**src/rtl/smap_pkg.sv**
```systemverilog
package smap_pkg;

  typedef enum logic {
    ST_SAMPLE = 1'b0,
    ST_HOLD   = 1'b1
  } smap_state_e;

endpackage

```
**src/rtl/smap_lane.sv**
```systemverilog
module smap_lane #(
  parameter int ADDR_W = 40,
  parameter int SEL_W  = 2,
  parameter int LOW    = 7,
  parameter int ACC_W  = 16
) (
  input  logic              clk,
  input  logic              rst,
  input  logic              accept,
  input  logic              start,
  input  logic              fin,
  input  logic              addr_vld,
  input  logic [ADDR_W-1:0] addr,
  output logic [ACC_W-1:0]  acc_o
);
  localparam int NSTK = 1 << SEL_W;
  localparam logic [ACC_W-1:0] ACC_MAX = '1;

  logic [NSTK-1:0]  mask_q;
  logic [NSTK-1:0]  base, hit, merged;
  logic [SEL_W-1:0] stack;
  logic [SEL_W:0]   nstk_hit;
  logic [ACC_W:0]   sum;
  logic [ACC_W-1:0] acc_q;

  assign stack  = addr[LOW +: SEL_W];
  assign hit    = addr_vld ? (NSTK'(1) << stack) : '0;
  assign base   = start ? '0 : mask_q;
  assign merged = base | hit;

  always_comb begin
    nstk_hit = '0;
    for (int i = 0; i < NSTK; i++) nstk_hit = nstk_hit + (SEL_W+1)'(merged[i]);
  end

  assign sum = {1'b0, acc_q} + (ACC_W+1)'(nstk_hit);

  always_ff @(posedge clk) begin
    if (rst) begin
      mask_q <= '0;
      acc_q  <= '0;
    end else if (accept) begin
      if (fin) begin
        mask_q <= '0;
        acc_q  <= sum[ACC_W] ? ACC_MAX : sum[ACC_W-1:0];
      end else begin
        mask_q <= merged;
      end
    end
  end

  assign acc_o = acc_q;

  // mask is empty after an instance closes
  assert_mask_clear_R5: assert property (@(posedge clk) disable iff (rst)
    (accept && fin) |=> (mask_q == '0));

  // total never decreases outside reset (saturation, no wrap)
  assert_no_wrap_R8: assert property (@(posedge clk) disable iff (rst)
    1'b1 |=> (acc_q >= $past(acc_q)));

  // nothing changes while input is not accepted
  assert_idle_stable_R6: assert property (@(posedge clk) disable iff (rst)
    !accept |=> ($stable(acc_q) && $stable(mask_q)));

endmodule

```
**src/rtl/smap_argmin.sv**
```systemverilog
module smap_argmin #(
  parameter int NUM_CAND = 10,
  parameter int ACC_W    = 16,
  parameter int IDX_W    = 4
) (
  input  logic                      clk,
  input  logic                      rst,
  input  logic [NUM_CAND*ACC_W-1:0] acc_flat,
  output logic [IDX_W-1:0]          best_idx
);
  logic [ACC_W-1:0] best_val;
  logic [ACC_W-1:0] acc_of [NUM_CAND];

  for (genvar g = 0; g < NUM_CAND; g++) begin : g_unpack
    assign acc_of[g] = acc_flat[g*ACC_W +: ACC_W];
  end

  always_comb begin
    best_idx = '0;
    best_val = acc_of[0];
    for (int i = 1; i < NUM_CAND; i++) begin
      if (acc_of[i] < best_val) begin
        best_val = acc_of[i];
        best_idx = IDX_W'(i);
      end
    end
  end

  for (genvar g = 0; g < NUM_CAND; g++) begin : g_chk
    // chosen total is no larger than any other
    assert_min_R3: assert property (@(posedge clk) disable iff (rst)
      acc_of[best_idx] <= acc_flat[g*ACC_W +: ACC_W]);
    // every lower position has a strictly larger total
    assert_tie_low_R4: assert property (@(posedge clk) disable iff (rst)
      (IDX_W'(g) < best_idx) |-> (acc_flat[g*ACC_W +: ACC_W] > acc_of[best_idx]));
  end

endmodule

```
**src/rtl/smap_ctrl.sv**
```systemverilog
module smap_ctrl
  import smap_pkg::*;
#(
  parameter int CNT_W = 16,
  parameter int IDX_W = 4,
  parameter int LOW   = 7,
  parameter int POS_W = 5
) (
  input  logic             clk,
  input  logic             rst,
  input  logic             sample_en,
  input  logic [CNT_W-1:0] target,
  input  logic             inst_end,
  input  logic [IDX_W-1:0] best_idx,
  output logic             accept,
  output logic [POS_W-1:0] best_pos,
  output logic             done
);
  smap_state_e      state_q;
  logic [CNT_W-1:0] count_q;
  logic [POS_W-1:0] pos_q;
  logic             reached;

  assign reached = (count_q >= target);
  assign accept  = sample_en && (state_q == ST_SAMPLE) && !reached;

  always_ff @(posedge clk) begin
    if (rst) begin
      state_q <= ST_SAMPLE;
      count_q <= '0;
      pos_q   <= POS_W'(LOW);
    end else begin
      if (accept && inst_end) count_q <= count_q + 1'b1;
      if (state_q == ST_SAMPLE && reached) begin
        state_q <= ST_HOLD;
        pos_q   <= POS_W'(LOW) + POS_W'(best_idx);
      end
    end
  end

  assign done     = (state_q == ST_HOLD);
  assign best_pos = pos_q;

  // done is sticky
  assert_done_sticky_R7: assert property (@(posedge clk) disable iff (rst)
    done |=> done);
  // result frozen once done
  assert_pos_hold_R7: assert property (@(posedge clk) disable iff (rst)
    done |=> $stable(best_pos));
  // done only rises after enough instances
  assert_done_cause_R3: assert property (@(posedge clk) disable iff (rst)
    $rose(done) |-> (count_q >= target));
  // instance count only moves on accepted markers
  assert_count_gate_R6: assert property (@(posedge clk) disable iff (rst)
    !(accept && inst_end) |=> $stable(count_q));

endmodule

```
**src/rtl/stack_map_analyzer.sv**
```systemverilog
module stack_map_analyzer #(
  parameter int ADDR_W   = 40,
  parameter int SEL_W    = 2,
  parameter int LOW_BIT  = 7,
  parameter int NUM_CAND = 10,
  parameter int ACC_W    = 16,
  parameter int CNT_W    = 16,
  localparam int POS_W   = $clog2(LOW_BIT + NUM_CAND),
  localparam int IDX_W   = (NUM_CAND > 1) ? $clog2(NUM_CAND) : 1
) (
  input  logic              clk,
  input  logic              rst,
  input  logic              sample_en,
  input  logic [CNT_W-1:0]  sample_target,
  input  logic              addr_vld,
  input  logic [ADDR_W-1:0] addr,
  input  logic              inst_start,
  input  logic              inst_end,
  output logic [POS_W-1:0]  best_pos,
  output logic              map_done
);
  logic                      accept;
  logic [NUM_CAND*ACC_W-1:0] acc_flat;
  logic [IDX_W-1:0]          best_idx;

  for (genvar k = 0; k < NUM_CAND; k++) begin : g_lane
    smap_lane #(
      .ADDR_W(ADDR_W), .SEL_W(SEL_W), .LOW(LOW_BIT + k), .ACC_W(ACC_W)
    ) i_lane (
      .clk     (clk),
      .rst     (rst),
      .accept  (accept),
      .start   (inst_start),
      .fin     (inst_end),
      .addr_vld(addr_vld),
      .addr    (addr),
      .acc_o   (acc_flat[k*ACC_W +: ACC_W])
    );
  end

  smap_argmin #(
    .NUM_CAND(NUM_CAND), .ACC_W(ACC_W), .IDX_W(IDX_W)
  ) i_argmin (
    .clk     (clk),
    .rst     (rst),
    .acc_flat(acc_flat),
    .best_idx(best_idx)
  );

  smap_ctrl #(
    .CNT_W(CNT_W), .IDX_W(IDX_W), .LOW(LOW_BIT), .POS_W(POS_W)
  ) i_ctrl (
    .clk      (clk),
    .rst      (rst),
    .sample_en(sample_en),
    .target   (sample_target),
    .inst_end (inst_end),
    .best_idx (best_idx),
    .accept   (accept),
    .best_pos (best_pos),
    .done     (map_done)
  );

  // reset values
  assert_reset_R1: assert property (@(posedge clk)
    rst |=> (!map_done && best_pos == POS_W'(LOW_BIT)));
  // reported position lies inside the candidate range
  assert_range_R3: assert property (@(posedge clk) disable iff (rst)
    map_done |-> (best_pos >= POS_W'(LOW_BIT) && best_pos <= POS_W'(LOW_BIT + NUM_CAND - 1)));

endmodule

```
**config.mk**
```make
export PLATFORM = sky130hd
export DESIGN_NAME = stack_map_analyzer
export DESIGN_NICKNAME = d
export VERILOG_FILES = /design/src/rtl/smap_pkg.sv /design/src/rtl/smap_lane.sv /design/src/rtl/smap_argmin.sv /design/src/rtl/smap_ctrl.sv /design/src/rtl/stack_map_analyzer.sv
export SDC_FILE = /design/constraint.sdc
export NUM_CORES = 1
export LEC_CHECK = 0
export CORE_UTILIZATION = 55
export DETAILED_ROUTE_END_ITERATION = 16
export PLACE_DENSITY = 0.73
export SLEW_MARGIN = 20
export SYNTH_ARGS = -nofsm -noshare
export SYNTH_HDL_FRONTEND = slang
export SYNTH_SLANG_ARGS = --single-unit
export TNS_END_PERCENT = 20
```
**constraint.sdc**
```tcl
create_clock -name clk -period 28.9 [get_ports clk]
set_input_delay 4.335 -clock clk [delete_from_list [all_inputs] [get_ports clk]]
set_output_delay 4.335 -clock clk [all_outputs]
set_load 0.03 [all_outputs]
```
==> flow_metrics.py, run 1 <==
metrics = {
    "timing": {
        "worst_pin_slew_ns": 1.07,
        "hold_viol": 0,
        "worst_slack_ns": 3.89,
        "slew_headroom": 0.285,
        "final.setup.tns_ns": 0,
        "finalSetupViolations": 0,
        "min_period_over_period": 0.865,
        "max_freq_mhz": 40.0,
        "rsz0062_at_grt": "false",
        "period_needed_ns": 25.01,
        "drv_slew": 0,
        "skew_ns": 0.0139,
    },
    "critical_path": {
        "crit_top_cell": "a21oi_1",
        "crit_fanout": 35,
        "critPathKind": "reg2reg",
        "path_buf_inv": 9,
        "path_delay_family": "compound AO/OA/AOI/OAI gates",
        "slowest_stage": "nand2_1",
        "crit_arrival_ns": 25.47,
        "critical_path.endpoint_type": "flip-flop",
        "critPathLaunchType": "flip-flop",
        "critPathMaxStageDelay_ns": 0.76,
        "cp.required_ns": 29.36,
    },
    "clocking": {
        "clock-sinks": 222,
        "clock_latency_ns": 0.54,
        "postCtsSetupBuffers": 0,
        "clk_pin_slew_ns": 0.06,
        "root_buffer": "clkbuf_16",
        "htreeDepth": 1,
        "cts_tree": "done",
        "numCtsBuffers": 27,
        "clock_path_buffers": 3,
        "ctsHoldBuffers": 0,
        "ctsResizeCount": 0,
    },
    "logic_synthesis": {
        "synth_edf_count": 0,
        "yosysWarnings": 0,
        "syn_area_um2": 17100,
        "synth_nets": 2428,
        "synthFlopType": "dfxtp_1",
        "ys_seq_area_frac": 0.260,
        "async_flop_share": 0,
        "ys_seq_elements": 222,
        "synthCells": 2155,
        "ys_types": 89,
        "synth_area_per_cell_um2": 7.92,
    },
    "final_layout": {
        "final_cell_area_um2": 18700,
        "area_growth_pct": 9.64,
        "layout.nets": 2417,
        "drive_above_1_share": 0.0587,
        "diodes": 0,
    },
    "floorplan": {
        "die_area_um2": 31700,
        "start_util": 0.558,
        "die_w_um": 178,
        "die_y_um": 178,
        "pin_count": 68,
        "coreArea_um2": 30600,
        "num_rows": 64,
    },
    "power_and_ir_drop": {
        "sw_frac_of_total": 0.384,
        "power_frac_clock": 0.311,
        "netSwitchingPower_mw": 0.470,
        "power.share.sequential": 0.258,
        "power.density_nw_per_um2": 65.4,
        "peakVddDrop_uv": 65.8,
        "comb_power_share": 0.431,
        "p_int_mw": 0.754,
        "p_leak_nw": 7.87,
    },
    "global_routing": {
        "grtUsageTotal": 0.281,
        "grt_pass1_vias": 14900,
        "antenna_found_initial": 0,
        "grt_max_degree": 120,
        "grt_pass1_wl_mm": 73.3,
        "grt_overflow_total": 0,
    },
    "worst_hold_path": {
        "min_path_type": "reg2reg",
    },
    "placement": {
        "port_buffers": 38,
        "placed_area_um2": 17700,
        "dp_hpwl_mm": 31.7,
        "gp_congestion": 0.902,
        "dp_slack_ns": 4.26,
    },
    "routing": {
        "wl_per_cell_um": 17.3,
        "viasPerCell": 6.12,
        "vias": 15700,
        "ant_nets": 0,
        "route.detailed.drc": 0,
        "drt_iter0_drc": 1130,
        "firstDrtPassIters": 8,
        "wirelength_mm": 44.4,
    },
    "run_status": {
        "status": "finished clean",
    },
    "job": {
        "max_cap_violations": 0,
    },
}
[state kept, by name, summed over array words and instances (netlist names)]
name / count
i_ctrl.done: 1
i_ctrl.count_q: 16
g_lane.i_lane.acc_o: 160
g_lane.i_lane.mask_q: 40
i_ctrl.best_pos: 5
[worst paths after layout]
kind / start / to / slack (ns) / cells after the start
setup / recovery: g_lane[0].i_lane.acc_o[14] / i_ctrl.best_pos[4] / 3.89 / 110
hold / removal: g_lane[7].i_lane.mask_q[0] / g_lane[7].i_lane.mask_q[0] / 0.45 / 2
setup reg to reg: g_lane[0].i_lane.acc_o[14] / i_ctrl.best_pos[4] / 3.89 / 110
hold reg to reg: g_lane[7].i_lane.mask_q[0] / g_lane[7].i_lane.mask_q[0] / 0.45 / 2
[metal layers]
metal | GRT usage | part of all wire | up-vias
li1 | - | - | 7727
met1 | 0.383 | 0.46 | 7428
met2 | 0.474 | 0.46 | 429
met3 | 0.0241 | 0.050 | 87
met4 | 0.0766 | 0.027 | 0
met5 | 0 | 0 | -
[power groups by stage]
stage	logic, mW	registers [mW]	clock network [mW]
2_1_floorplan	0.407	0.320	0
3_3_place_gp	0.505	0.322	0
3_5_place_dp	0.521	0.322	0
4_1_cts	0.524	0.316	0.386
5_1_grt	0.581	0.316	0.400
6_report	0.527	0.316	0.381
[placed cells by master, fill, tap and decap left out, drive strengths merged, types with 17 or more instances in the layout]
master	netlist	routed
mux2	29	29
a31oi	17	17
nor3	84	84
xnor2	63	63
clkdlybuf4s50	0	37
nor2	191	191
inv	165	166
nand2b	22	22
nor2b	18	18
fa	20	20
xor2	36	36
a21o	58	58
o21ai	122	122
ha	191	191
dfxtp	222	222
clkbuf	78	40
nand4	54	54
nand3	78	78
and3	31	31
and2	22	22
a21oi	168	168
mux2i	47	47
nand2	182	182
[Yosys cell counts, types with 21 or more instances]
cell / instances / area, um2
xnor2_1: 63 / 552
mux2i_1: 47 / 470
and2_1: 21 / 131
and3_1: 31 / 194
nand2_1: 181 / 679
nor3_1: 83 / 415
a21oi_1: 168 / 841
nor2_1: 191 / 717
mux2_2: 26 / 293
ha_1: 191 / 2390
nand3_1: 77 / 385
dfxtp_1: 222 / 4440
clkbuf_1: 77 / 289
a21o_1: 58 / 435
nand4_1: 54 / 338
inv_1: 164 / 616
o21ai_0: 101 / 505
xor2_1: 36 / 315
nand2b_1: 22 / 138
[stage by stage]
stage	hold WS (ns)	total power, mW	utilization	cells
after global placement	0.438	0.827	0.579	2511
after global routing	0.478	1.30	0.612	2561
final	0.455	1.22	0.612	2561
after CTS	0.458	1.23	0.612	2561
after detailed placement	0.445	0.843	0.579	2511
after floorplan	0.432	0.727	-	2155
[cell type report]
type | count | area, um2
Sequential cell | 222 | 4440
Inverter | 166 | 623
Clock inverter | 10 | 179
Fill cell | 2745 | 11900
Clock buffer | 40 | 825
Multi-Input combinational cell | 1678 | 11700
Timing Repair Buffer | 49 | 464
Tap cell | 396 | 495
[tightest hold or removal path: stages (launching register included)]
cell and delay, ns:
dfxtp_1 0.31, nand2_1 0.05, a21oi_1 0.05
[cells by family after synthesis]
family | count (synthesis) | synth area share
muxes | 76 | 0.0471
buffers and inverters | 255 | 0.0569
AOI/OAI and AO/OA | 533 | 0.204
adders and majority gates | 217 | 0.167
DFF | 222 | 0.260
xor gates and xnor gates | 99 | 0.0508
and+or+nand+nor | 753 | 0.213
No activity file was read; power rests on OpenSTA's default activity.
==> run 2: changes to the inputs <==
RECOVER_POWER = 25   (was not set)
==> run 2 against run 1 <==
Effect of this change:
- the flow now finishes with violations (max-capacitance violations, max-slew violations)
- critical path type unchanged
- flip-flop and latch count stayed put
- critical endpoint is now i_ctrl.best_pos[2]
- highest routed layer unchanged
- first-iteration DRC count is 0.35% higher
- setup slack better by 0.00084 ns
- count of clock-buffer cells in the layout stayed put
==> flow_metrics.py, run 2 (synthesized netlist as in run 1, its figures left out) <==
metrics = {
    "placement": {
        "port_buffers": 38,
        "dp_hpwl_mm": 31.7,
        "gp_congestion": 0.902,
        "placed_area_um2": 17700,
    },
    "power_and_ir_drop": {
        "peakVddDrop_uv": 66.1,
        "p_leak_nw": 7.86,
        "power.density_nw_per_um2": 65.4,
    },
    "global_routing": {
        "grt_max_degree": 120,
        "grtUsageTotal": 0.281,
        "grt_overflow_total": 0,
        "grt_pass1_wl_mm": 73.3,
        "grt_pass1_vias": 14900,
        "antenna_found_initial": 0,
    },
    "clocking": {
        "ctsResizeCount": 0,
        "clock_latency_ns": 0.55,
        "numCtsBuffers": 27,
        "clk_pin_slew_ns": 0.06,
        "clock-sinks": 222,
        "root_buffer": "clkbuf_16",
        "clock_path_buffers": 3,
        "postCtsSetupBuffers": 0,
        "htreeDepth": 1,
        "cts_tree": "done",
        "ctsHoldBuffers": 0,
    },
    "final_layout": {
        "area_growth_pct": 9.56,
        "largest_reg_flops": 160,
        "regArea_um2": 4440,
        "final_cell_area_um2": 18700,
        "drive_above_1_share": 0.0573,
        "fill_cells": 2751,
        "mostFrequentLayoutCell": "dfxtp_1",
        "layout.nets": 2417,
        "diodes": 0,
        "final_cell_mix": "222 x dfxtp_1, 191 x nor2_1, 191 x ha_1, 181 x nand2_1, 168 x a21oi_1",
        "multi_input_area_um2": 11700,
    },
    "critical_path": {
        "crit_top_cell": "a21oi_1",
        "cp-startpoint": "g_lane[0].i_lane.acc_o[14]",
        "crit_fanout": 35,
        "critPathMaxStageDelay_ns": 0.76,
        "reg2reg_from": "g_lane[0].i_lane.acc_o[14]",
        "critical_path.endpoint_type": "flip-flop",
        "rr_worst_depth": 110,
        "crit_arrival_ns": 25.41,
        "cp-endpoint": "i_ctrl.best_pos[2]",
        "cp.required_ns": 29.31,
        "timing.rr.end": "i_ctrl.best_pos[2]",
        "slowest_stage": "nand2_1",
        "reg2reg_slack_ns": 3.90,
        "critPathKind": "reg2reg",
        "critPathLaunchType": "flip-flop",
    },
    "timing": {
        "slew_headroom": -1.37,
        "rsz0062_at_grt": "false",
        "period_needed_ns": 25.00,
        "drv_slew": 107,
        "skew_ns": 0.0155,
        "worst_pin_slew_ns": 3.55,
        "max_freq_mhz": 40.0,
        "final.setup.tns_ns": 0,
        "fin_hold_ws_ns": 0.455,
        "hold_viol": 0,
        "min_period_over_period": 0.865,
        "finalSetupViolations": 0,
    },
    "routing": {
        "wirelength_mm": 44.3,
        "firstDrtPassIters": 5,
        "vias": 15600,
        "route.detailed.drc": 0,
        "drt_iter0_drc": 1134,
        "ant_nets": 0,
        "wl_per_cell_um": 17.3,
        "viasPerCell": 6.10,
    },
    "floorplan": {
        "die_w_um": 178,
        "die_y_um": 178,
        "die_area_um2": 31700,
        "num_rows": 64,
        "coreArea_um2": 30600,
        "pin_count": 68,
        "start_util": 0.558,
    },
    "run_status": {
        "violations": "max-capacitance violations, max-slew violations",
        "status": "complete, but fails checks",
    },
    "worst_hold_path": {
        "min_path_type": "reg2reg",
    },
    "job": {
        "max_cap_violations": 2,
    },
}
-- run 2: cell count changes in the layout (fill, tap and decap cells not counted) --
cell	previous run	this run
clkbuf_1	3	5
and2_0	1	6
nor2_4	1	0
buf_4	11	9
clkdlybuf4s50_1	37	30
dlygate4sd3_1	0	7
and2_1	21	16
nor2_1	190	191
-- run 2: metal layers --
metal,part of all wire,GRT usage,routed length (um),vias up
li1,-,-,-,7725
met1,0.46,0.383,20300,7400
met2,0.47,0.474,20700,420
met3,0.052,0.0241,2280,65
met4,0.023,0.0766,1000,0
met5,0,0,0,-
-- run 2: how the worst min path moves through the flow --
stage / endpoint / slack [ns] / start / cells past startpoint
final: g_lane[7].i_lane.mask_q[0] / 0.45 / g_lane[7].i_lane.mask_q[0] / 2
after CTS: g_lane[7].i_lane.mask_q[0] / 0.46 / g_lane[7].i_lane.mask_q[0] / 2
after floorplan: g_lane[0].i_lane.mask_q[0] / 0.43 / g_lane[0].i_lane.mask_q[0] / 2
after global routing: g_lane[4].i_lane.mask_q[0] / 0.48 / g_lane[4].i_lane.mask_q[0] / 2
after detailed placement: g_lane[5].i_lane.mask_q[0] / 0.45 / g_lane[5].i_lane.mask_q[0] / 2
after global placement: g_lane[5].i_lane.mask_q[0] / 0.44 / g_lane[5].i_lane.mask_q[0] / 2
-- run 2: layout make-up --
class / instances / share of cell area
well taps: 396 / 0.0265
repair buffers: 49 / 0.0244
clock inverters: 10 / 0.00957
inverters: 166 / 0.0333
multi-input cells: 1678 / 0.625
clock buffers: 40 / 0.0441
flip-flops and latches: 222 / 0.238
-- run 2: metrics by stage --
stage / power, mW / std cells / utilization / setup slack [ns]
2_1_floorplan: 0.727 / 2155 / - / 6.73
3_3_place_gp: 0.827 / 2511 / 0.579 / 4.86
3_5_place_dp: 0.843 / 2511 / 0.579 / 4.26
4_1_cts: 1.23 / 2561 / 0.612 / 4.15
5_1_grt: 1.30 / 2561 / 0.611 / 1.92
6_report: 1.22 / 2561 / 0.611 / 3.90
-- run 2: where the power goes --
group / switching [mW] / internal, mW / total (mW) / leakage, nW
clock network: 0.140 / 0.241 / 0.381 / 0.499
logic: 0.323 / 0.203 / 0.526 / 5.57
registers: 0.00582 / 0.310 / 0.316 / 1.79
-- run 2: worst max-delay path: cells and delay by family (launching register included) --
kind,cells,cell delay (ns)
compound gates,51,11.18
simple gates,35,6.91
fa+ha+maj,10,2.85
mux,5,1.94
buf+inv,9,1.48
flops,1,0.43
